## config.mk

```make
export PLATFORM = sky130hd
export DESIGN_NAME = dual_port_demux
export DESIGN_NICKNAME = d
export VERILOG_FILES = /design/src/rtl/dpd_pkg.sv /design/src/rtl/dpd_rst_sync.sv /design/src/rtl/dpd_req_sync.sv /design/src/rtl/dpd_phase_ctl.sv /design/src/rtl/dpd_pair_store.sv /design/src/rtl/dual_port_demux.sv
export SDC_FILE = /design/constraint.sdc
export NUM_CORES = 1
export LEC_CHECK = 0
export BUFFER_PORTS_ARGS = -buffer_cell sky130_fd_sc_hd__buf_2
export CAP_MARGIN = 20
export CELL_PAD_IN_SITES_DETAIL_PLACEMENT = 0
export CELL_PAD_IN_SITES_GLOBAL_PLACEMENT = 2
export CORE_MARGIN = 2
export CORE_UTILIZATION = 39
export DETAILED_ROUTE_END_ITERATION = 12
export PLACE_DENSITY_LB_ADDON = 0.1
export SETUP_SLACK_MARGIN = 0.5
export SYNTH_ARGS = -nofsm -noshare
export SYNTH_HDL_FRONTEND = slang
export SYNTH_SLANG_ARGS = --single-unit
```

## constraint.sdc

```tcl
create_clock -name clk -period 2.95 [get_ports clk]
set_clock_uncertainty 0.05 [all_clocks]
set_input_delay 0.295 -clock clk [delete_from_list [all_inputs] [get_ports clk]]
set_output_delay 0.295 -clock clk [all_outputs]
set_load 0.05 [all_outputs]
```

## src/rtl/dpd_pkg.sv

```systemverilog
package dpd_pkg;
  // What the pair store does on a given edge
  typedef enum logic [1:0] {
    ACT_FREEZE = 2'd0,  // keep hold register and ports
    ACT_LOAD   = 2'd1,  // capture first sample of a pair
    ACT_EMIT   = 2'd2   // write held + current sample to ports
  } store_act_e;
endpackage

```

## src/rtl/dpd_rst_sync.sv

```systemverilog
module dpd_rst_sync #(
  parameter int STAGES = 2
) (
  input  logic clk,
  input  logic arst_n,
  output logic rst_ok
);
  localparam int LAST = STAGES - 1;

  logic [LAST:0] chain_q;

  generate
    if (STAGES == 1) begin : g_single
      always_ff @(posedge clk or negedge arst_n) begin
        if (!arst_n) chain_q <= '0;
        else         chain_q <= 1'b1;
      end
    end else begin : g_multi
      always_ff @(posedge clk or negedge arst_n) begin
        if (!arst_n) chain_q <= '0;
        else         chain_q <= {chain_q[LAST-1:0], 1'b1};
      end
    end
  endgenerate

  assign rst_ok = chain_q[LAST];
endmodule

```

## src/rtl/dpd_req_sync.sv

```systemverilog
module dpd_req_sync #(
  parameter int STAGES = 2
) (
  input  logic clk,
  input  logic rst_ok,
  input  logic req_in,
  output logic req_lvl,
  output logic req_first
);
  localparam int LAST = STAGES - 1;

  logic [LAST:0] stg_q;
  logic          lvl_prev_q;

  generate
    if (STAGES == 1) begin : g_single
      always_ff @(posedge clk or negedge rst_ok) begin
        if (!rst_ok) stg_q <= '0;
        else         stg_q <= req_in;
      end
    end else begin : g_multi
      always_ff @(posedge clk or negedge rst_ok) begin
        if (!rst_ok) stg_q <= '0;
        else         stg_q <= {stg_q[LAST-1:0], req_in};
      end
    end
  endgenerate

  always_ff @(posedge clk or negedge rst_ok) begin
    if (!rst_ok) lvl_prev_q <= 1'b0;
    else         lvl_prev_q <= stg_q[LAST];
  end

  assign req_lvl   = stg_q[LAST];
  assign req_first = stg_q[LAST] & ~lvl_prev_q;
endmodule

```

## src/rtl/dpd_phase_ctl.sv

```systemverilog
module dpd_phase_ctl
  import dpd_pkg::*;
(
  input  logic       clk,
  input  logic       rst_ok,
  input  logic       req_lvl,
  input  logic       req_first,
  output store_act_e act,
  output logic       ph_q,
  output logic       sync_q
);
  logic ph_d, swal_q, swal_d, sync_d;

  // Next-state: divider phase, swallow flag, reset output
  always_comb begin
    ph_d   = ph_q;
    swal_d = swal_q;
    sync_d = 1'b0;
    act    = ACT_FREEZE;
    if (req_first) begin
      if (!ph_q) begin
        act    = ACT_LOAD;   // aligned: take pending sample, enter reset phase
        ph_d   = 1'b1;
        swal_d = 1'b0;
        sync_d = 1'b1;
      end else begin
        swal_d = 1'b1;       // misaligned: this edge is swallowed
      end
    end else if (req_lvl) begin
      sync_d = ~swal_q;
    end else if (ph_q) begin
      act  = ACT_EMIT;
      ph_d = 1'b0;
    end else begin
      act  = ACT_LOAD;
      ph_d = 1'b1;
    end
  end

  always_ff @(posedge clk or negedge rst_ok) begin
    if (!rst_ok) begin
      ph_q   <= 1'b0;
      swal_q <= 1'b0;
      sync_q <= 1'b0;
    end else begin
      ph_q   <= ph_d;
      swal_q <= swal_d;
      sync_q <= sync_d;
    end
  end

  // divider sits at reset-phase level after any edge with request active
  a_r7_drdy_reset_level: assert property (@(posedge clk) disable iff (!rst_ok)
    req_lvl |=> ph_q) else $error("drdy left reset phase during request");

  // swallowed edge never raises the reset output
  a_r6_swallow_no_sync: assert property (@(posedge clk) disable iff (!rst_ok)
    (req_first && ph_q) |=> !sync_q) else $error("sync_out after swallow");

  // free-running divider toggles every edge
  a_r3_drdy_toggles: assert property (@(posedge clk) disable iff (!rst_ok)
    !req_lvl |=> (ph_q != $past(ph_q))) else $error("drdy did not toggle");

  // reset output only follows an active request
  a_r5_sync_needs_req: assert property (@(posedge clk) disable iff (!rst_ok)
    sync_q |-> $past(req_lvl)) else $error("sync_out without request");
endmodule

```

## src/rtl/dpd_pair_store.sv

```systemverilog
module dpd_pair_store
  import dpd_pkg::*;
#(
  parameter int SAMPLE_W = 8
) (
  input  logic                clk,
  input  logic                rst_ok,
  input  store_act_e          act,
  input  logic [SAMPLE_W-1:0] smp_in,
  output logic [SAMPLE_W-1:0] aux_q,
  output logic [SAMPLE_W-1:0] pri_q
);
  logic                hold_en, port_en;
  logic [SAMPLE_W-1:0] hold_q;

  assign hold_en = (act == ACT_LOAD);
  assign port_en = (act == ACT_EMIT);

  always_ff @(posedge clk or negedge rst_ok) begin
    if (!rst_ok)      hold_q <= '0;
    else if (hold_en) hold_q <= smp_in;
  end

  always_ff @(posedge clk or negedge rst_ok) begin
    if (!rst_ok) begin
      aux_q <= '0;
      pri_q <= '0;
    end else if (port_en) begin
      aux_q <= hold_q;
      pri_q <= smp_in;
    end
  end

  // ports never change on an edge that only loads the hold register
  a_r2_load_keeps_ports: assert property (@(posedge clk) disable iff (!rst_ok)
    (act == ACT_LOAD) |=> ($stable(aux_q) && $stable(pri_q)))
    else $error("ports changed on load edge");
endmodule

```

## src/rtl/dual_port_demux.sv

```systemverilog
module dual_port_demux
  import dpd_pkg::*;
#(
  parameter int SAMPLE_W    = 8,
  parameter int SYNC_STAGES = 2,
  parameter int RST_STAGES  = 2
) (
  input  logic                clk,
  input  logic                rst_n,
  input  logic [SAMPLE_W-1:0] smp_in,
  input  logic                sync_req,
  output logic [SAMPLE_W-1:0] aux_out,
  output logic [SAMPLE_W-1:0] pri_out,
  output logic                drdy,
  output logic                sync_out
);
  logic       rst_ok, req_lvl, req_first;
  store_act_e act;

  dpd_rst_sync #(.STAGES(RST_STAGES)) u_rst (
    .clk    (clk),
    .arst_n (rst_n),
    .rst_ok (rst_ok)
  );

  dpd_req_sync #(.STAGES(SYNC_STAGES)) u_req (
    .clk       (clk),
    .rst_ok    (rst_ok),
    .req_in    (sync_req),
    .req_lvl   (req_lvl),
    .req_first (req_first)
  );

  dpd_phase_ctl u_ctl (
    .clk       (clk),
    .rst_ok    (rst_ok),
    .req_lvl   (req_lvl),
    .req_first (req_first),
    .act       (act),
    .ph_q      (drdy),
    .sync_q    (sync_out)
  );

  dpd_pair_store #(.SAMPLE_W(SAMPLE_W)) u_store (
    .clk    (clk),
    .rst_ok (rst_ok),
    .act    (act),
    .smp_in (smp_in),
    .aux_q  (aux_out),
    .pri_q  (pri_out)
  );

  // ports frozen on every edge that sees the synchronized request
  a_r7_ports_frozen: assert property (@(posedge clk) disable iff (!rst_ok)
    req_lvl |=> ($stable(aux_out) && $stable(pri_out)))
    else $error("ports moved during request");
endmodule

```

* Word level (Yosys, flattened, before mapping)
Cells that the tools add are included.
Word-level totals: latch bits 0, RAM bits 0, output and inout port bits 18, bits in read-only memories 0, memories 0, register bits after elaboration 32
Operators by class: div/mod/pow operators 0, muxes and demuxes 10, order comparisons 0, bitwise operators 3, add/subtract/negate cells 0, $mul 0, shifts and indexed selects 0, eq/ne operators 3, reduce and logical (&&, ||, !) cells 0
Operator list (count):
- $mux 1 | 7
- $mux 2 | 3
- $eq 2x1->1 const B | 1
- $eq 2x2->1 const B | 1
- $ne 2x2->1 const B | 1
- $not 1->1 | 2
- $and 1x1->1 | 1

* Longest topological paths before layout
Gate-level depths: netlist of the first run.
depth after elaboration 4, depth in mapped cells 4

* Modules after synthesis
From an unflattened synthesis of the first run, not the netlist that was laid out.
Unflattened totals: cells, all modules 71, area total of the unflattened synthesis 1238.7 sq um
By module, submodules not included:
- dpd_pair_store | cells each 53, instances 1, area an instance 964.7 sq um
- dpd_phase_ctl | cells each 11, instances 1, area an instance 131.4 sq um
- dpd_req_sync | cells each 4, instances 1, area an instance 88.8 sq um
- dpd_rst_sync | cells each 3, instances 1, area an instance 53.8 sq um

* Least setup slack after synthesis of the first run
Ideal clock, no wire load.
path kind register to register, start point register u_ctl.ph_q, end point register u_store.aux_q[3], clock period less this slack 1556 ps, path slack 1394 ps, required time 2775 ps, setup time 125 ps, arrival time 1381 ps, cell stages (with the launch flop) 5, buffers on the path 2, path through dfrtp_1 > nand2b_1 > buf_6 > buf_12 > mux2_4
On the way: longest elaborated chain between the ends 4
Ends and longest elaborated chain:
- start, declared | line dpd_phase_ctl.sv:9 | output logic ph_q,
- start signal, assigned | line dpd_phase_ctl.sv:46 | ph_q <= ph_d;
- $mux 2 | line dpd_phase_ctl.sv:31 | end else if (ph_q) begin
- $mux 2 | line dpd_phase_ctl.sv:29 | end else if (req_lvl) begin
- $mux 2 * | line dpd_phase_ctl.sv:20 | if (req_first) begin
- $eq 2x2->1 * | line dpd_pair_store.sv:17 | assign port_en = (act == ACT_EMIT);
- end signal, assigned | line dpd_pair_store.sv:29 | aux_q <= hold_q;
- end, declared | line dpd_pair_store.sv:10 | output logic [SAMPLE_W-1:0] aux_q,
Every way passes the cells marked *; elsewhere a longest branch is shown, timed or not. A chain may end at the register's enable or synchronous reset.

* Worst setup path in the final report of the first run
start point register u_req.stg_q[1], end point register u_store.aux_q[2]
On the way: longest elaborated chain between the ends 3
Ends and longest elaborated chain:
- start, declared | line dpd_req_sync.sv:12 | logic [LAST:0] stg_q;
- start signal, assigned | line dpd_req_sync.sv:24 | else stg_q <= {stg_q[LAST-1:0], req_in};
- $mux 2 or $and 1x1->1 (tied branches) | line dpd_phase_ctl.sv:29, dpd_req_sync.sv:35
- $mux 2 * | line dpd_phase_ctl.sv:20
- $eq 2x2->1 * | line dpd_pair_store.sv:17
Marks and branches as above.

==> impl_metrics.py, run 1 <==
metrics = {
    "setup_path": {
        "crit_cells": 2,
        "worst_ep_required_time_ns": 3.12,
        "path_cells": "nand2b_1, mux2_2",
        "slowest_stage": "nand2b_1",
        "reg2reg_from": "u_req.stg_q[1]$_DFF_PN0_",
        "arrival_ns": 1.93,
        "r2r_end": "u_store.aux_q[2]$_DFFE_PN0N_",
        "crit_fanout": 17,
        "critPathLaunch": "u_req.stg_q[1]$_DFF_PN0_",
        "cp_top_family": "simple AND/OR/NAND/NOR gates",
        "r2r_cells": 2,
        "critPathCapture": "u_store.aux_q[2]$_DFFE_PN0N_",
        "crit_path_start_kind": "register",
        "end_kind": "register",
        "rrSetupSlack_ns": 1.18,
        "slowest_delay_ns": 0.77,
        "path_class": "reg -> reg",
        "path_buf_inv": 0,
    },
    "clock_tree": {
        "postCtsHoldBufs": 1,
        "postCtsSetupBuffers": 0,
        "cts_tree": "done",
        "clk_pin_slew_ns": 0.10,
        "clk_latency_ns": 0.33,
        "clock-sinks": 32,
        "cts-resized-gates": 0,
        "cts_buffers": 5,
        "root_buffer": "clkbuf_4",
        "clockBufferDepth": 2,
        "htree_levels": 2,
    },
    "sta": {
        "period_share_pct": 59.9,
        "setup_viol": 0,
        "worst_pin_slew_ns": 0.967,
        "tns_ns": 0,
        "final.min_clock_period_ns": 1.77,
        "max_clock_freq_mhz": 566,
        "hold_violations": 0,
        "drv_slew": 0,
        "relSlewSlack_pct": 35.6,
        "rsz0062_at_grt": "false",
    },
    "floorplanning": {
        "die-height_um": 59.5,
        "fp.dieW_um": 59.5,
        "start_util_pct": 40.0,
        "core_area_um2": 3000,
        "ioPinCount": 29,
        "dieArea_um2": 3540,
        "rows": 20,
    },
    "power_and_ir_drop": {
        "leakage_nw": 0.705,
        "max-vdd-ir-drop_mv": 0.369,
        "power_density_nw_per_um2": 917,
    },
    "yosys": {
        "synth_area_leaders": "dfrtp_1 67%, mux2_2 15%, mux2_4 11%",
        "synth-seq-cells": 32,
        "yosysWarnings": 0,
        "synth_area_um2": 1200,
        "yosysTopAreaCell": "dfrtp_1",
        "ys_types": 13,
        "yosysSeqAreaShare_pct": 66.6,
        "synthCells": 67,
        "synth.net_count": 78,
        "syn_area_per_cell_um2": 17.9,
        "yosysTopAreaCellShare_pct": 66.6,
    },
    "layout": {
        "fillerInstances": 274,
        "nets": 114,
        "finish.utilization_pct": 48.5,
        "multiInputGateArea_um2": 370,
        "most-common-layout-cells": "32 x dfrtp_1, 28 x buf_2, 16 x mux2_2, 9 x mux2_4, 5 x clkbuf_4",
        "final_layout_size_suffix_gt1_share_pct": 60.6,
        "regArea_um2": 801,
        "num_antenna_cells": 0,
        "area_growth_pct": 21.1,
        "final_common_cell": "dfrtp_1",
    },
    "routing": {
        "num_vias": 658,
        "via_per_inst": 4.80,
        "wirelength_um": 1820,
        "drc": 0,
        "postRouteAntennaNets": 0,
        "first_iter_violations": 9,
        "routedWlPerCell_um": 13.3,
        "firstDrtPassIters": 2,
    },
    "placement": {
        "place_congestion": 0.593,
        "place_hpwl_um": 1160,
        "port_buffers": 28,
    },
    "hold_path": {
        "worstHoldPathType": "in -> reg",
        "worstHoldStart": "smp_in[3]",
    },
    "grt": {
        "grt_pass1_wl_um": 3020,
        "grt-ovfl-total": 0,
        "antenna_found_initial": 0,
        "grt_max_degree": 31,
        "track_usage_pct": 12.2,
        "grt_pass1_vias": 636,
    },
    "run_status": {
        "run_status": "finished, final reports clean",
    },
    "flow_run": {
        "drv_cap": 0,
    },
}
[power breakdown]
| group | internal [mW] | switching, mW | total, mW |
|---|---|---|---|
| Combinational | 0.146 | 0.291 | 0.437 |
| Clock | 0.178 | 0.144 | 0.322 |
| Sequential | 0.530 | 0.0471 | 0.577 |
[worst register-to-register path, delay by kind of cell (launching register included)]
kind | cells | cell delay, ns
DFF | 1 | 0.42
and+or+nand+nor | 1 | 0.77
muxes | 1 | 0.42
[registers in the layout, summed over array words and instances, names as in the netlist]
signal            cells
u_rst.chain_q         2
u_store.hold_q        8
u_req.stg_q           2
u_ctl.sync_q          1
u_req.lvl_prev_q      1
u_store.aux_q         8
u_ctl.swal_q          1
u_store.pri_q         8
u_ctl.ph_q            1
[worst min path at each step]
stage / end / slack (ns) / cells past startpoint
3_5_place_dp: u_rst.chain_q[1]$_DFF_PN0_ / 0.03 / 1
6_report: u_store.pri_q[3]$_DFFE_PN0N_ / 0.15 / 2
3_3_place_gp: u_rst.chain_q[1]$_DFF_PN0_ / 0.03 / 1
4_1_cts: u_req.stg_q[0]$_DFF_PN0_ / 0.008 / 1
2_1_floorplan: u_rst.chain_q[0]$_DFF_PN0_ / -0.05 / 0
5_1_grt: u_store.pri_q[4]$_DFFE_PN0N_ / 0.13 / 2
[metal layers]
metal | part of all wire (%) | wire length [um] | global-route usage [%]
met1 | 44 | 798 | 15.1
met2 | 45 | 822 | 16.5
met3 | 8.2 | 150 | 6.77
met4 | 2.6 | 48 | 7.62
met5 | 0 | 0 | 0
[metrics by stage]
stage | cell area (um2) | hold slack, ns | setup slack, ns | total power [mW] | instances
global placement | 1360 | 0.0295 | 1.15 | 1.02 | 127
detailed placement | 1360 | 0.0309 | 1.13 | 1.03 | 127
global route | 1460 | 0.131 | 1.02 | 1.41 | 137
CTS | 1450 | 0.00799 | 1.13 | 1.36 | 136
floorplan | 1200 | -0.0506 | 1.39 | 0.935 | 67
finish | 1460 | 0.152 | 1.18 | 1.34 | 137
[logic make-up (layout without fill, tap and decap cells)]
| kind of cell | count (synthesis) | count (layout) | share of synthesized area (%) |
|---|---|---|---|
| DFF | 32 | 32 | 66.6 |
| and+or+nand+nor | 4 | 4 | 2.08 |
| AOI/OAI and AO/OA | 2 | 2 | 1.35 |
| other | 1 | 1 | 0.312 |
| muxes | 26 | 26 | 27.1 |
| buffers and inverters | 2 | 39 | 2.60 |
[synth_stat cells]
| library cell | instances |
|---|---|
| a21oi_2 | 1 |
| or2b_1 | 1 |
| mux2i_1 | 1 |
| buf_6 | 1 |
| mux2_2 | 16 |
| nand2_1 | 1 |
| dfrtp_1 | 32 |
| o21a_1 | 1 |
| mux2_4 | 9 |
| conb_1 | 1 |
| buf_12 | 1 |
| and2_2 | 1 |
| nand2b_1 | 1 |
[area by class of cell]
type	count	area share, %
clock buffers	6	2.84
clock inverters	2	2.41
multi-input cells	33	25.4
flip-flops and latches	32	55.0
well taps	33	2.84
repair buffers	31	11.5
Power figures use the tool's default switching activity.
==> run 2: changes to the inputs <==
--- a/config.mk
+++ b/config.mk
@@ -5,12 +5,13 @@
 export SDC_FILE = /design/constraint.sdc
 export NUM_CORES = 1
 export LEC_CHECK = 0
+export ABC_AREA = 1
 export BUFFER_PORTS_ARGS = -buffer_cell sky130_fd_sc_hd__buf_2
 export CAP_MARGIN = 20
 export CELL_PAD_IN_SITES_DETAIL_PLACEMENT = 0
 export CELL_PAD_IN_SITES_GLOBAL_PLACEMENT = 2
 export CORE_MARGIN = 2
-export CORE_UTILIZATION = 39
+export CORE_UTILIZATION = 27
 export DETAILED_ROUTE_END_ITERATION = 12
 export PLACE_DENSITY_LB_ADDON = 0.1
 export SETUP_SLACK_MARGIN = 0.5
==> constraint.sdc (replaced) <==
create_clock -name clk -period 1.6 [get_ports clk]
set_clock_uncertainty 0.05 [all_clocks]
set_input_delay 0.16 -clock clk [delete_from_list [all_inputs] [get_ports clk]]
set_output_delay 0.16 -clock clk [all_outputs]
set_load 0.05 [all_outputs]
==> run 2 against run 1 <==
  * Synthesized area fell by 0.94%
  * Final area is 13% higher
  * Global-route usage about the same
  * Non-clock buffer count grew 6
  * Utilization fell by 10 points
  * Worst hold slack lost 0.11 ns
  * Synthesized cell count rose by 88%
  * Clock power is 94% higher
  * Via count grew 40%
  * Highest routed layer unchanged
==> impl_metrics.py, run 2 <==
metrics = {
    "run_status": {
        "run_status": "finished, final reports clean",
    },
    "sta": {
        "finalWorstSetupSlack_ns": 0.499,
        "hold_violations": 0,
        "tns_ns": 0,
        "period_share_pct": 68.8,
        "rsz0062_at_grt": "true",
        "final.min_clock_period_ns": 1.10,
        "whs_ns": 0.0451,
        "drv_slew": 0,
        "setup_viol": 0,
        "max_clock_freq_mhz": 908,
    },
    "routing": {
        "num_vias": 919,
        "drc": 0,
        "postRouteAntennaNets": 0,
        "firstDrtPassIters": 4,
        "wirelength_um": 2560,
        "first_iter_violations": 33,
        "via_per_inst": 4.18,
        "routedWlPerCell_um": 11.6,
    },
    "yosys": {
        "yosysMostFrequentCell": "nand2_1",
        "synthCells": 126,
        "synthArstFlopShare_pct": 100,
        "synth.net_count": 137,
        "ys.flop_type": "dfrtp_1",
        "yosysTopAreaCellShare_pct": 67.2,
        "syn_area_per_cell_um2": 9.45,
        "synth_area_leaders": "dfrtp_1 67%, nand2_1 22%, nand3_1 3.4%",
        "yosysWarnings": 0,
        "yosysTopAreaCell": "dfrtp_1",
        "synth-seq-cells": 32,
        "ys_types": 12,
        "yosysSeqAreaShare_pct": 67.2,
        "yosys-top-cells-count": "71 x nand2_1, 32 x dfrtp_1, 8 x nand3_1, 4 x nor2_1, 3 x nand2_2",
        "synth-edff-count": 0,
        "synth_area_um2": 1190,
    },
    "setup_path": {
        "cp_top_family": "flip-flops",
        "slowest_stage": "dfrtp_2",
        "end_kind": "primary output",
        "arrival_ns": 0.89,
        "path_buf_inv": 1,
        "path_class": "reg -> out",
        "worst_ep_required_time_ns": 1.39,
        "path_cells": "buf_6",
        "r2r_cells": 5,
        "slowest_delay_ns": 0.45,
        "crit_fanout": 4,
        "crit_path_start_kind": "register",
        "crit_cells": 1,
    },
    "floorplanning": {
        "fp.dieW_um": 70.4,
        "start_util_pct": 27.7,
        "core_area_um2": 4290,
        "rows": 24,
        "die-height_um": 70.4,
        "dieArea_um2": 4960,
        "ioPinCount": 29,
    },
    "layout": {
        "reg_top3": "u_store.aux_q: 8 flops, u_store.hold_q: 8 flops, u_store.pri_q: 8 flops",
        "stdcell_area_um2": 1650,
        "final_common_cell": "nand2_1",
        "nets": 178,
        "num_antenna_cells": 0,
        "final_layout_size_suffix_gt1_share_pct": 29.2,
        "area_growth_pct": 38.4,
        "most-common-layout-cells": "71 x nand2_1, 30 x dfrtp_1, 17 x buf_4, 11 x buf_2, 8 x nand3_1",
    },
    "clock_tree": {
        "htree_levels": 2,
        "clk_latency_ns": 0.28,
        "cts_buffers": 5,
        "cts_tree": "done",
        "clockBufferDepth": 2,
        "root_buffer": "clkbuf_8",
        "clk_pin_slew_ns": 0.06,
        "clock-sinks": 32,
    },
    "grt": {
        "grt_pass1_vias": 992,
        "track_usage_pct": 12.3,
        "grt-ovfl-total": 0,
        "grt_pass1_wl_um": 4630,
        "grt_max_degree": 17,
        "antenna_found_initial": 0,
    },
    "placement": {
        "port_buffers": 28,
        "place_hpwl_um": 1690,
        "place_congestion": 0.667,
        "dp_slack_ns": 0.377,
        "dpl_cell_area_um2": 1390,
    },
    "hold_path": {
        "min_path_cells": 3,
        "worstHoldPathType": "in -> reg",
    },
    "power_and_ir_drop": {
        "power_density_nw_per_um2": 1460,
        "power.total_mw": 2.40,
        "max-vdd-ir-drop_mv": 0.425,
        "leakage_nw": 0.889,
    },
    "flow_run": {
        "drv_cap": 0,
    },
}
## run 2: changes by cell type in the layout (fill, tap and decap cells not counted), moves of 6 or more
cell	previous run	this run
buf_2	28	11
buf_4	1	17
mux2_4	9	0
nand3_1	0	8
clkbuf_8	0	6
nand2_1	1	71
mux2_2	16	0
## run 2: worst paths after layout
path	startpoint	endpoint	slack, ns
hold reg to reg	u_rst.chain_q[1]$_DFF_PN0_	u_store.hold_q[0]$_DFFE_PN0N_	0.15
min in group asynchronous	rst_n	u_rst.chain_q[0]$_DFF_PN0_	0.14
hold / removal	smp_in[1]	u_store.pri_q[1]$_DFFE_PN0N_	0.05
setup reg to reg	u_ctl.ph_q$_DFFE_PN0P_	u_ctl.sync_q$_DFF_PN0_	0.57
setup / recovery	u_ctl.ph_q$_DFFE_PN0P_	drdy	0.50
max in group asynchronous	u_rst.chain_q[1]$_DFF_PN0_	u_store.aux_q[4]$_DFFE_PN0N_	1.16
## run 2: cell type report
cell class | count | area [um2]
Fill cell | 453 | 2650
Sequential cell | 32 | 803
Multi-Input combinational cell | 88 | 379
Timing Repair Buffer | 37 | 295
Clock buffer | 8 | 90.1
Tap cell | 52 | 65.1
Inverter | 3 | 16.3
## run 2: kinds of logic (layout without fill, tap and decap cells)
logic type             count (synthesis)  count (layout)  share of synthesized area, %
AND/OR/NAND/NOR                       87              87                          29.5
buffers and inverters                  6              48                          2.94
flip-flops                            32              32                          67.2
other                                  1               1                         0.315
## run 2: power breakdown
part / total (mW) / internal [mW] / switching [mW]
Clock: 0.626 / 0.350 / 0.276
Combinational: 0.746 / 0.236 / 0.510
Sequential: 1.03 / 0.951 / 0.0796
## run 2: stage by stage
stage | std cells | util (%)
after floorplan | 126 | -
after global placement | 205 | 32.3
after detailed placement | 205 | 32.3
after CTS | 218 | 37.1
after global routing | 220 | 38.4
final | 220 | 38.4
## run 2: layer usage
layer	vias up	GRT usage, %	wire, um
met1	417	15.6	1220
met5	-	0	0
met4	0	5.56	49
li1	465	-	-
met2	32	17.8	1100
met3	5	5.48	190
## run 2: repair_timing
action                                  4_1_cts  5_1_grt
pin swaps                                     1        0
hold endpoints to repair                      3        0
endpoints found under the setup margin       41       26
cloned                                        0        0
resized for setup                            22        7
hold buffers                                  2        0
setup buffers                                 3        2
